[config.mk]
export PLATFORM = sky130hd
export DESIGN_NAME = keypad_lock
export DESIGN_NICKNAME = d
export VERILOG_FILES = /design/src/rtl/keypad_lock_pkg.sv /design/src/rtl/lock_key_decode.sv /design/src/rtl/lock_next_state.sv /design/src/rtl/lock_out_decode.sv /design/src/rtl/keypad_lock.sv
export SDC_FILE = /design/constraint.sdc
export NUM_CORES = 1
export LEC_CHECK = 0
export BUFFER_PORTS_ARGS = -buffer_cell sky130_fd_sc_hd__buf_4
export CORE_AREA = 10 10 47 49
export CTS_BUF_LIST = sky130_fd_sc_hd__clkbuf_16
export CTS_CLUSTER_DIAMETER = 80
export DETAILED_ROUTE_END_ITERATION = 12
export DIE_AREA = 0 0 57 59
export PLACE_DENSITY = 0.49
export SLEW_MARGIN = 20
export SYNTH_ARGS = -nofsm -noshare
export SYNTH_HDL_FRONTEND = slang
export SYNTH_SLANG_ARGS = --single-unit
[constraint.sdc]
create_clock -name clk_i -period 1.7 [get_ports clk_i]
set_clock_uncertainty 0.1 [all_clocks]
set_input_delay 0.34 -clock clk_i [delete_from_list [all_inputs] [get_ports clk_i]]
set_output_delay 0.34 -clock clk_i [all_outputs]
set_load 0.1 [all_outputs]
[src/rtl/keypad_lock_pkg.sv]
package keypad_lock_pkg;
  localparam int STATE_W = 3;

  // codes 3'b110 and 3'b111 are unused
  typedef enum logic [STATE_W-1:0] {
    ST_IDLE = 3'b000,
    ST_OK1  = 3'b001,
    ST_OK2  = 3'b010,
    ST_OPEN = 3'b011,
    ST_ERR1 = 3'b100,
    ST_ERR2 = 3'b101
  } lock_state_e;

  typedef enum logic [1:0] {
    KEY_NONE = 2'd0,
    KEY_A    = 2'd1,
    KEY_B    = 2'd2
  } key_e;
endpackage

[src/rtl/lock_key_decode.sv]
module lock_key_decode
  import keypad_lock_pkg::*;
(
  input  logic key_valid_i,
  input  logic key_a_i,
  input  logic key_b_i,
  output key_e key_o
);
  always_comb begin
    unique case ({key_valid_i, key_a_i, key_b_i})
      3'b110:  key_o = KEY_A;
      3'b101:  key_o = KEY_B;
      default: key_o = KEY_NONE;
    endcase
  end
endmodule

[src/rtl/lock_next_state.sv]
module lock_next_state
  import keypad_lock_pkg::*;
(
  input  logic [STATE_W-1:0] state_i,
  input  key_e               key_i,
  output logic [STATE_W-1:0] state_o
);
  always_comb begin
    state_o = state_i;
    case (state_i)
      ST_IDLE: begin
        if (key_i == KEY_B)      state_o = ST_OK1;
        else if (key_i == KEY_A) state_o = ST_ERR1;
      end
      ST_OK1: begin
        if (key_i == KEY_A)      state_o = ST_OK2;
        else if (key_i == KEY_B) state_o = ST_ERR2;
      end
      ST_OK2: begin
        if (key_i == KEY_B)      state_o = ST_OPEN;
        else if (key_i == KEY_A) state_o = ST_IDLE;
      end
      ST_OPEN: state_o = ST_IDLE;
      ST_ERR1: if (key_i != KEY_NONE) state_o = ST_ERR2;
      ST_ERR2: if (key_i != KEY_NONE) state_o = ST_IDLE;
      default: state_o = ST_IDLE;  // recover from unused codes
    endcase
  end
endmodule

[src/rtl/lock_out_decode.sv]
module lock_out_decode
  import keypad_lock_pkg::*;
#(
  parameter int COUNT_W = 4
) (
  input  logic [STATE_W-1:0] state_i,
  output logic               unlock_o,
  output logic [COUNT_W-1:0] count_o
);
  logic [1:0] cnt;

  always_comb begin
    unlock_o = 1'b0;
    cnt      = 2'd0;
    case (state_i)
      ST_OK1, ST_ERR1: cnt = 2'd1;
      ST_OK2, ST_ERR2: cnt = 2'd2;
      ST_OPEN: begin
        cnt      = 2'd3;
        unlock_o = 1'b1;
      end
      default: cnt = 2'd0;
    endcase
  end

  assign count_o = COUNT_W'(cnt);
endmodule

[src/rtl/keypad_lock.sv]
module keypad_lock
  import keypad_lock_pkg::*;
#(
  parameter int COUNT_W = 4
) (
  input  logic               clk_i,
  input  logic               rst_ni,
  input  logic               key_valid_i,
  input  logic               key_a_i,
  input  logic               key_b_i,
  output logic               unlock_o,
  output logic [COUNT_W-1:0] count_o
);
  key_e               key;
  logic [STATE_W-1:0] state_q;
  logic [STATE_W-1:0] state_d;

  lock_key_decode u_dec (
    .key_valid_i(key_valid_i),
    .key_a_i    (key_a_i),
    .key_b_i    (key_b_i),
    .key_o      (key)
  );

  lock_next_state u_nxt (
    .state_i(state_q),
    .key_i  (key),
    .state_o(state_d)
  );

  always_ff @(posedge clk_i or negedge rst_ni) begin
    if (!rst_ni) state_q <= ST_IDLE;
    else         state_q <= state_d;
  end

  lock_out_decode #(.COUNT_W(COUNT_W)) u_out (
    .state_i (state_q),
    .unlock_o(unlock_o),
    .count_o (count_o)
  );
endmodule

After elaboration in Yosys (flattened, before gate mapping)
Index checks and enable logic that the tools add are counted.
{"block": "word_totals", "register_bits": 3, "output_inout_bits": 5}
{"block": "classes", "eq_ne": 14, "mux": 12, "reduce_logical": 5}
{"operator": "$mux W3", "n": 8}
{"operator": "$pmux W3 S5", "n": 1}
{"operator": "$eq A3 B3 Y1 const B", "n": 4}
{"operator": "$ne A3 B1 Y1 const B", "n": 3}
{"operator": "$eq A3 B2 Y1 const B", "n": 2}
{"operator": "$pmux W2 S3", "n": 1}
{"operator": "$reduce_and A5 Y1", "n": 1}
{"operator": "$ne A2 B1 Y1 const B", "n": 2}
{"operator": "$pmux W2 S2", "n": 1}
{"operator": "$reduce_or A2 Y1", "n": 2}
{"operator": "$eq A3 B1 Y1 const B", "n": 1}
{"operator": "$logic_not A3 Y1", "n": 1}
{"operator": "$eq A2 B1 Y1 const B", "n": 1}
{"operator": "$eq A2 B2 Y1 const B", "n": 1}
{"operator": "$reduce_bool A2 Y1", "n": 1}
{"operator": "$mux W1", "n": 1}

Logic depth before layout (Yosys ltp)
Gate-level depths: netlist (run 1).
{"block": "logic_depth", "word_depth": 6, "mapped_depth": 5}

Modules after synthesis
A second synthesis (run 1) with hierarchy kept.
{"block": "hier_totals", "hier_cells": 29, "area_unflattened_um2": 265.3}
{"module": "lock_next_state", "instances": 1, "cells_per_inst": 16, "area_each_um2": 111.4, "seq_area_each_um2": 0.0}
{"module": "keypad_lock", "instances": 1, "cells_per_inst": 3, "area_each_um2": 75.1, "seq_area_each_um2": 75.1}
{"module": "lock_out_decode", "instances": 1, "cells_per_inst": 8, "area_each_um2": 61.3, "seq_area_each_um2": 0.0}
{"module": "lock_key_decode", "instances": 1, "cells_per_inst": 2, "area_each_um2": 17.5, "seq_area_each_um2": 0.0}

Worst setup path before layout (run 1)
No wires, ideal clock.
{"block": "synth_path", "path_type": "flip-flop to output port", "from": "register state_q[2]", "to": "output count_o[0]", "arrival_time_ns": 2.665, "slack_ns": -1.405, "stages_incl_launch_ff": 3, "cell_sequence": "dfrtp_1 > buf_2 > o21ai_0"}
{"block": "synth_via", "elab_chain_len": 3}
{"item": "start, declared", "line_no": "keypad_lock.sv:15", "text": "logic [STATE_W-1:0] state_q;"}
{"item": "start signal, assigned", "line_no": "keypad_lock.sv:33", "text": "else state_q <= state_d;"}
{"item": "$eq A3 B2 Y1 (tied with other cells)", "line_no": "lock_out_decode.sv:15", "text": "case (state_i)"}
{"item": "$reduce_or A2 Y1", "line_no": "lock_out_decode.sv:15"}
{"item": "$pmux W2 S3 *", "line_no": "lock_out_decode.sv:15"}
{"item": "end, declared", "line_no": "keypad_lock.sv:12", "text": "output logic [COUNT_W-1:0] count_o"}
Every way passes the cells marked *; elsewhere a longest branch is shown, timed or not.

Worst setup path after layout (run 1)
{"block": "layout_path", "from": "register state_q[1]", "to": "output count_o[1]"}
Same word-level chain as after synthesis.

==> impl_metrics.toml, run 1 <==
[floorplanning]
die-area_mm2 = 0.00336
io_pins = 10
fp-row-count = 14
die_y_um = 59
die_w_um = 57
start_util_pct = 21.6
core-area_mm2 = 0.00140

[synth]
async_reset_ff_share_pct = 100
ys_warn_count = 0
yosys_register_bits = 3
syn_area_per_cell_um2 = 7.76
yosysUniqueCellTypes = 26
ys.flop_type = "dfrtp_1"
seq_area_frac_synth_pct = 24.8
mappedNetlistArea_um2 = 303
synth_edf_count = 0
syn_inst = 39

[clocking]
ctsHtreeMaxLevel = 1
clock_sinks = 3
clk_pin_slew_worst_paths_ns = 0.03
clock_latency_ns = 0.22
cts_buffers = 3
cts-root-buf = "clkbuf_16"
cts_buffer_depth = 2
tritoncts = "yes"
post-cts-setup-buffers = 0

[pwr]
p_leak_nw = 0.203
power_density_mw_per_mm2 = 2300
p_sw_mw = 0.502
p_seq_share_pct = 16.6
p_int_mw = 0.610
p_clk_share_pct = 32.4
p_sw_share_pct = 45.2
combPwrFrac_pct = 51.0
ir_drop_uv = 1390

[setup_path]
rr_worst_depth = 3
path_class = "register to output pin"
crit_slowest_cell = "dfrtp_1"
path_cells = "inv_2 -> nand3_1 -> o21ai_2 -> buf_8"
end_kind = "output pin"
critPathMaxStageDelay_ns = 0.41
worstPathRequired_ns = 1.26
cp.arrival_ns = 1.18
critPathLaunchType = "register"
worstPathMaxFanout = 5
worst-r2r-setup-slack_ns = 0.34

[global_route]
antenna_found_initial = 0
overflow = 0
grt_start_max_net_pins = 14
grt_pass1_wl_um = 1170
grt_use_total_pct = 4.28
first_global_vias = 280

[timing]
fmax_mhz = 617
final-hold-violation-count = 0
rsz0062_at_grt = "false"
layout_min_cycle_time_ns = 1.62
finalCritPeriodShare_pct = 95.4
tns_ns = 0
slew_violations = 0
finalSetupViolations = 0
fin_ws_ns = 0.0789

[place]
post-dp-hpwl_um = 548
place_area_um2 = 368
dp_slack_ns = 0.0949
gp_congestion = 0.743
port_buffers = 7

[finish]
largest-register = "state_q"
top_regs = "state_q (3)"
post-route-cell-area_um2 = 483
final_nets = 53
syn_to_final_growth_pct = 59.5
final.fill_count = 151
largest_register_ff_count = 3
diodes = 0
drive_above_1_share_pct = 44.7

[detailed_routing]
vias_per_cell = 4.60
drc_errors = 0
wl_per_cell_um = 11.6
dr.pass1.iters = 2
totalWireLength_um = 730
ant_nets = 0
dr_total_vias = 290
drt-initial-drc-count = 1

[run_status]
outcome = "completed"

[min_path]
hold_path.class = "primary input to register"
whs_path_depth = 3

[run]
maxCapViolations = 0
==> worst max-delay path: cells and delay by family (launching register included) <==
family                 cells  cell delay [ns]
AO/OA/AOI/OAI              1             0.09
flip-flops                 1             0.41
buffers and inverters      2             0.35
AND/OR/NAND/NOR            1             0.10
==> final cells by class <==
cell class                 instances  area, um^2  share of cell area, %
clock inverter                     1        3.75                  0.777
sequential                         3        77.6                   16.1
clock buffer                       3        75.1                   15.5
multi-input combinational         30         208                   43.0
tap                               16        20.0                   4.15
timing repair buffer               8        86.3                   17.9
inverter                           2        12.5                   2.59
==> Yosys cell counts (2+ instances only) <==
library cell / count / area (um^2)
a21oi_1: 2 / 10.0
nand2_1: 4 / 15.0
nand3_1: 3 / 15.0
buf_4: 2 / 15.0
nor2b_1: 2 / 12.5
inv_1: 2 / 7.51
dfrtp_1: 3 / 75.1
o21ai_0: 3 / 15.0
==> path summary, 6_finish.rpt <==
check	start	to
min in group asynchronous	rst_ni	state_q[2]$_DFFE_PN0P_
worst min register to register	state_q[1]$_DFFE_PN0P_	state_q[0]$_DFFE_PN0P_
worst min-delay path	key_a_i	state_q[0]$_DFFE_PN0P_
worst max register to register	state_q[0]$_DFFE_PN0P_	state_q[0]$_DFFE_PN0P_
max in group asynchronous	rst_ni	state_q[0]$_DFFE_PN0P_
worst max-delay path	state_q[1]$_DFFE_PN0P_	count_o[1]
==> cells by family after synthesis <==
family | Yosys count | share of synthesized area (%)
AOI/OAI and AO/OA | 10 | 21.5
buffers and inverters | 7 | 14.0
DFF | 3 | 24.8
other | 1 | 1.24
and+or+nand+nor | 18 | 38.4
==> metal layers <==
layer  track usage, %  vias up  part of all wire (%)
li1                 -      152                     -
met1             5.11      129                    46
met2             5.43        9                    42
met3             3.22        0                    12
met4             2.01        0                     0
met5                0        -                     0
==> timing repair <==
action,in CTS,in global routing
setup endpoints to repair,3,3
endpoints found under the hold margin,3,0
gates resized for setup,4,4
hold buffers,1,0
==> through the flow <==
stage | instances | utilization (%) | hold WS, ns | power [mW]
CTS | 63 | 33.3 | 0.335 | 1.08
global placement | 58 | 26.3 | 0.0322 | 0.678
finish | 63 | 34.5 | 0.337 | 1.11
floorplan | 40 | - | -0.0556 | 0.636
global route | 63 | 34.5 | 0.352 | 1.17
detailed placement | 58 | 26.3 | 0.0316 | 0.677
==> power groups by stage <==
stage               clock [mW]  sequential, mW  combinational (mW)
floorplan                    0           0.113               0.523
global placement             0           0.184               0.494
detailed placement           0           0.183               0.494
CTS                      0.369           0.189               0.522
global route             0.378           0.195               0.598
finish                   0.360           0.184               0.568
==> placed cells by master, fill, tap and decap left out, drive strengths merged, types with 2 or more instances in the layout <==
cell and instances:
nand2b 2, nand2 4, o21ai 5, nand3 3, a21oi 2, dfrtp 3, buf 7, clkbuf 3
conb 2, nor2b 2, inv 3
Power figures use the tool's default switching activity.
==> run 2, diff against run 1 <==
- RECOVER_POWER: default -> 100
==> run 2 against run 1 <==
- largest cell class unchanged
- clock power is essentially flat
- total power shrank 0.58%
- global-route usage is the same
- final cell count is the same
- wire length grew 1.9%
- combinational power shrank 1%
- highest routed layer unchanged
- critical path type unchanged
- critical path depth shrank 1
- utilization shrank 0.71 points
- cell area shrank 2.1%
- worst hold slack gained 0.00058 ns
- count of clock-buffer cells in the layout is the same
==> impl_metrics.toml, run 2 (synthesis gave the netlist of run 1 again) <==
[detailed_routing]
totalWireLength_um = 744
drt-initial-drc-count = 0
drc_errors = 0
vias_per_cell = 4.52
dr_total_vias = 285
wl_per_cell_um = 11.8
ant_nets = 0
dr.pass1.iters = 1

[place]
gp_congestion = 0.743
dp.cells = 58
post-dp-hpwl_um = 548
port_buffers = 7

[setup_path]
critPathMaxStageDelay_ns = 0.47
end_kind = "output pin"
cp.arrival_ns = 1.19
path_buf_inv = 2
critPathTopFamily = "flip-flops"
critPathLaunchType = "register"
path_cells = "inv_6 -> nor3_2 -> buf_6"
crit_slowest_cell = "dfrtp_2"
worstPathMaxFanout = 10
path_class = "register to output pin"
worstPathRequired_ns = 1.26

[clocking]
ctsHtreeMaxLevel = 1
clock_latency_ns = 0.22
post-cts-setup-buffers = 0
clk_pin_slew_worst_paths_ns = 0.03
clock_sinks = 3
cts_buffers = 3
cts-root-buf = "clkbuf_16"
tritoncts = "yes"
cts_buffer_depth = 2

[timing]
tns_ns = 0
hold_ws_ns = 0.338
layout_min_cycle_time_ns = 1.63
rsz0062_at_grt = "false"
final-hold-violation-count = 0
finalCritPeriodShare_pct = 95.9
finalSetupViolations = 0
fmax_mhz = 613
slew_violations = 0

[finish]
final_common_cell = "nand2_1"
final_core_util_pct = 33.8
top_regs = "state_q (3)"
largest-register = "state_q"
final_nets = 53
regArea_um2 = 77.6
largest_register_ff_count = 3
syn_to_final_growth_pct = 56.2
multi_input_area_um2 = 201
diodes = 0
final_cell_mix = "nand2_1, nand3_1, o21ai_2, clkbuf_16, buf_4"
final.fill_count = 152
stdcell_count = 63
drive_above_1_share_pct = 42.6

[global_route]
grt_use_total_pct = 4.28
grt_pass1_wl_um = 1170
first_global_vias = 280
grt_start_max_net_pins = 14
antenna_found_initial = 0
overflow = 0

[run]
maxCapViolations = 0

[pwr]
ir_drop_uv = 1380
p_leak_nw = 0.193
power_mw = 1.11
power_density_mw_per_mm2 = 2340

[floorplanning]
io_pins = 10
die_y_um = 59
core-area_mm2 = 0.00140
start_util_pct = 21.6
die-area_mm2 = 0.00336
fp-row-count = 14
die_w_um = 57

[min_path]
hold_path.class = "primary input to register"

[run_status]
outcome = "completed"
## run 2: cell count changes in the layout (fill, tap and decap cells not counted), sizes merged
cell	delta
clkbuf	+1
buf	-1
## run 2: path summary, 6_finish.rpt
| kind | from | endpoint | slack [ns] | cells past startpoint |
|---|---|---|---|---|
| setup / recovery | state_q[0]$_DFFE_PN0P_ | unlock_o | 0.07 | 3 |
| hold / removal | key_a_i | state_q[0]$_DFFE_PN0P_ | 0.34 | 3 |
| setup reg to reg | state_q[0]$_DFFE_PN0P_ | state_q[0]$_DFFE_PN0P_ | 0.34 | 3 |
| hold reg to reg | state_q[1]$_DFFE_PN0P_ | state_q[0]$_DFFE_PN0P_ | 0.42 | 1 |
| max in group asynchronous | rst_ni | state_q[0]$_DFFE_PN0P_ | 0.97 | 2 |
| min in group asynchronous | rst_ni | state_q[2]$_DFFE_PN0P_ | 0.36 | 2 |
## run 2: repair_timing
item                                    4_1_cts  5_1_grt
endpoints found under the hold margin         3        0
hold buffers                                  1        0
endpoints found under the setup margin        3        3
resized for setup                             4        4
## run 2: worst register-to-register path, stage by stage, from the launching register on
cell and delay (ns):
dfrtp_2 0.47, nand2b_4 0.17, or4b_4 0.48, o21ai_2 0.06
## run 2: report_power, final
group          internal, mW  total (mW)  switching [mW]
clock                 0.303       0.361          0.0580
sequential            0.100       0.183          0.0825
combinational         0.206       0.562           0.356
total                 0.609        1.11           0.497
## run 2: cell type report
| type | count | area share, % |
|---|---|---|
| repair buffers | 8 | 17.5 |
| well taps | 16 | 4.23 |
| inverters | 2 | 2.65 |
| flip-flops and latches | 3 | 16.4 |
| clock inverters | 1 | 0.794 |
| multi-input cells | 30 | 42.6 |
| clock buffers | 3 | 15.9 |
## run 2: layer usage
metal	routed length, um	GRT usage, %
met3	97	3.22
met4	0	2.01
met5	0	0
met1	339	5.11
met2	307	5.43
## run 2: per-stage QoR
step           setup slack, ns  instance area (um^2)
2_1_floorplan           -0.104                   337
3_3_place_gp            0.0830                   368
3_5_place_dp            0.0949                   368
4_1_cts                 0.0206                   467
5_1_grt                 0.0242                   473
6_report                0.0696                   473
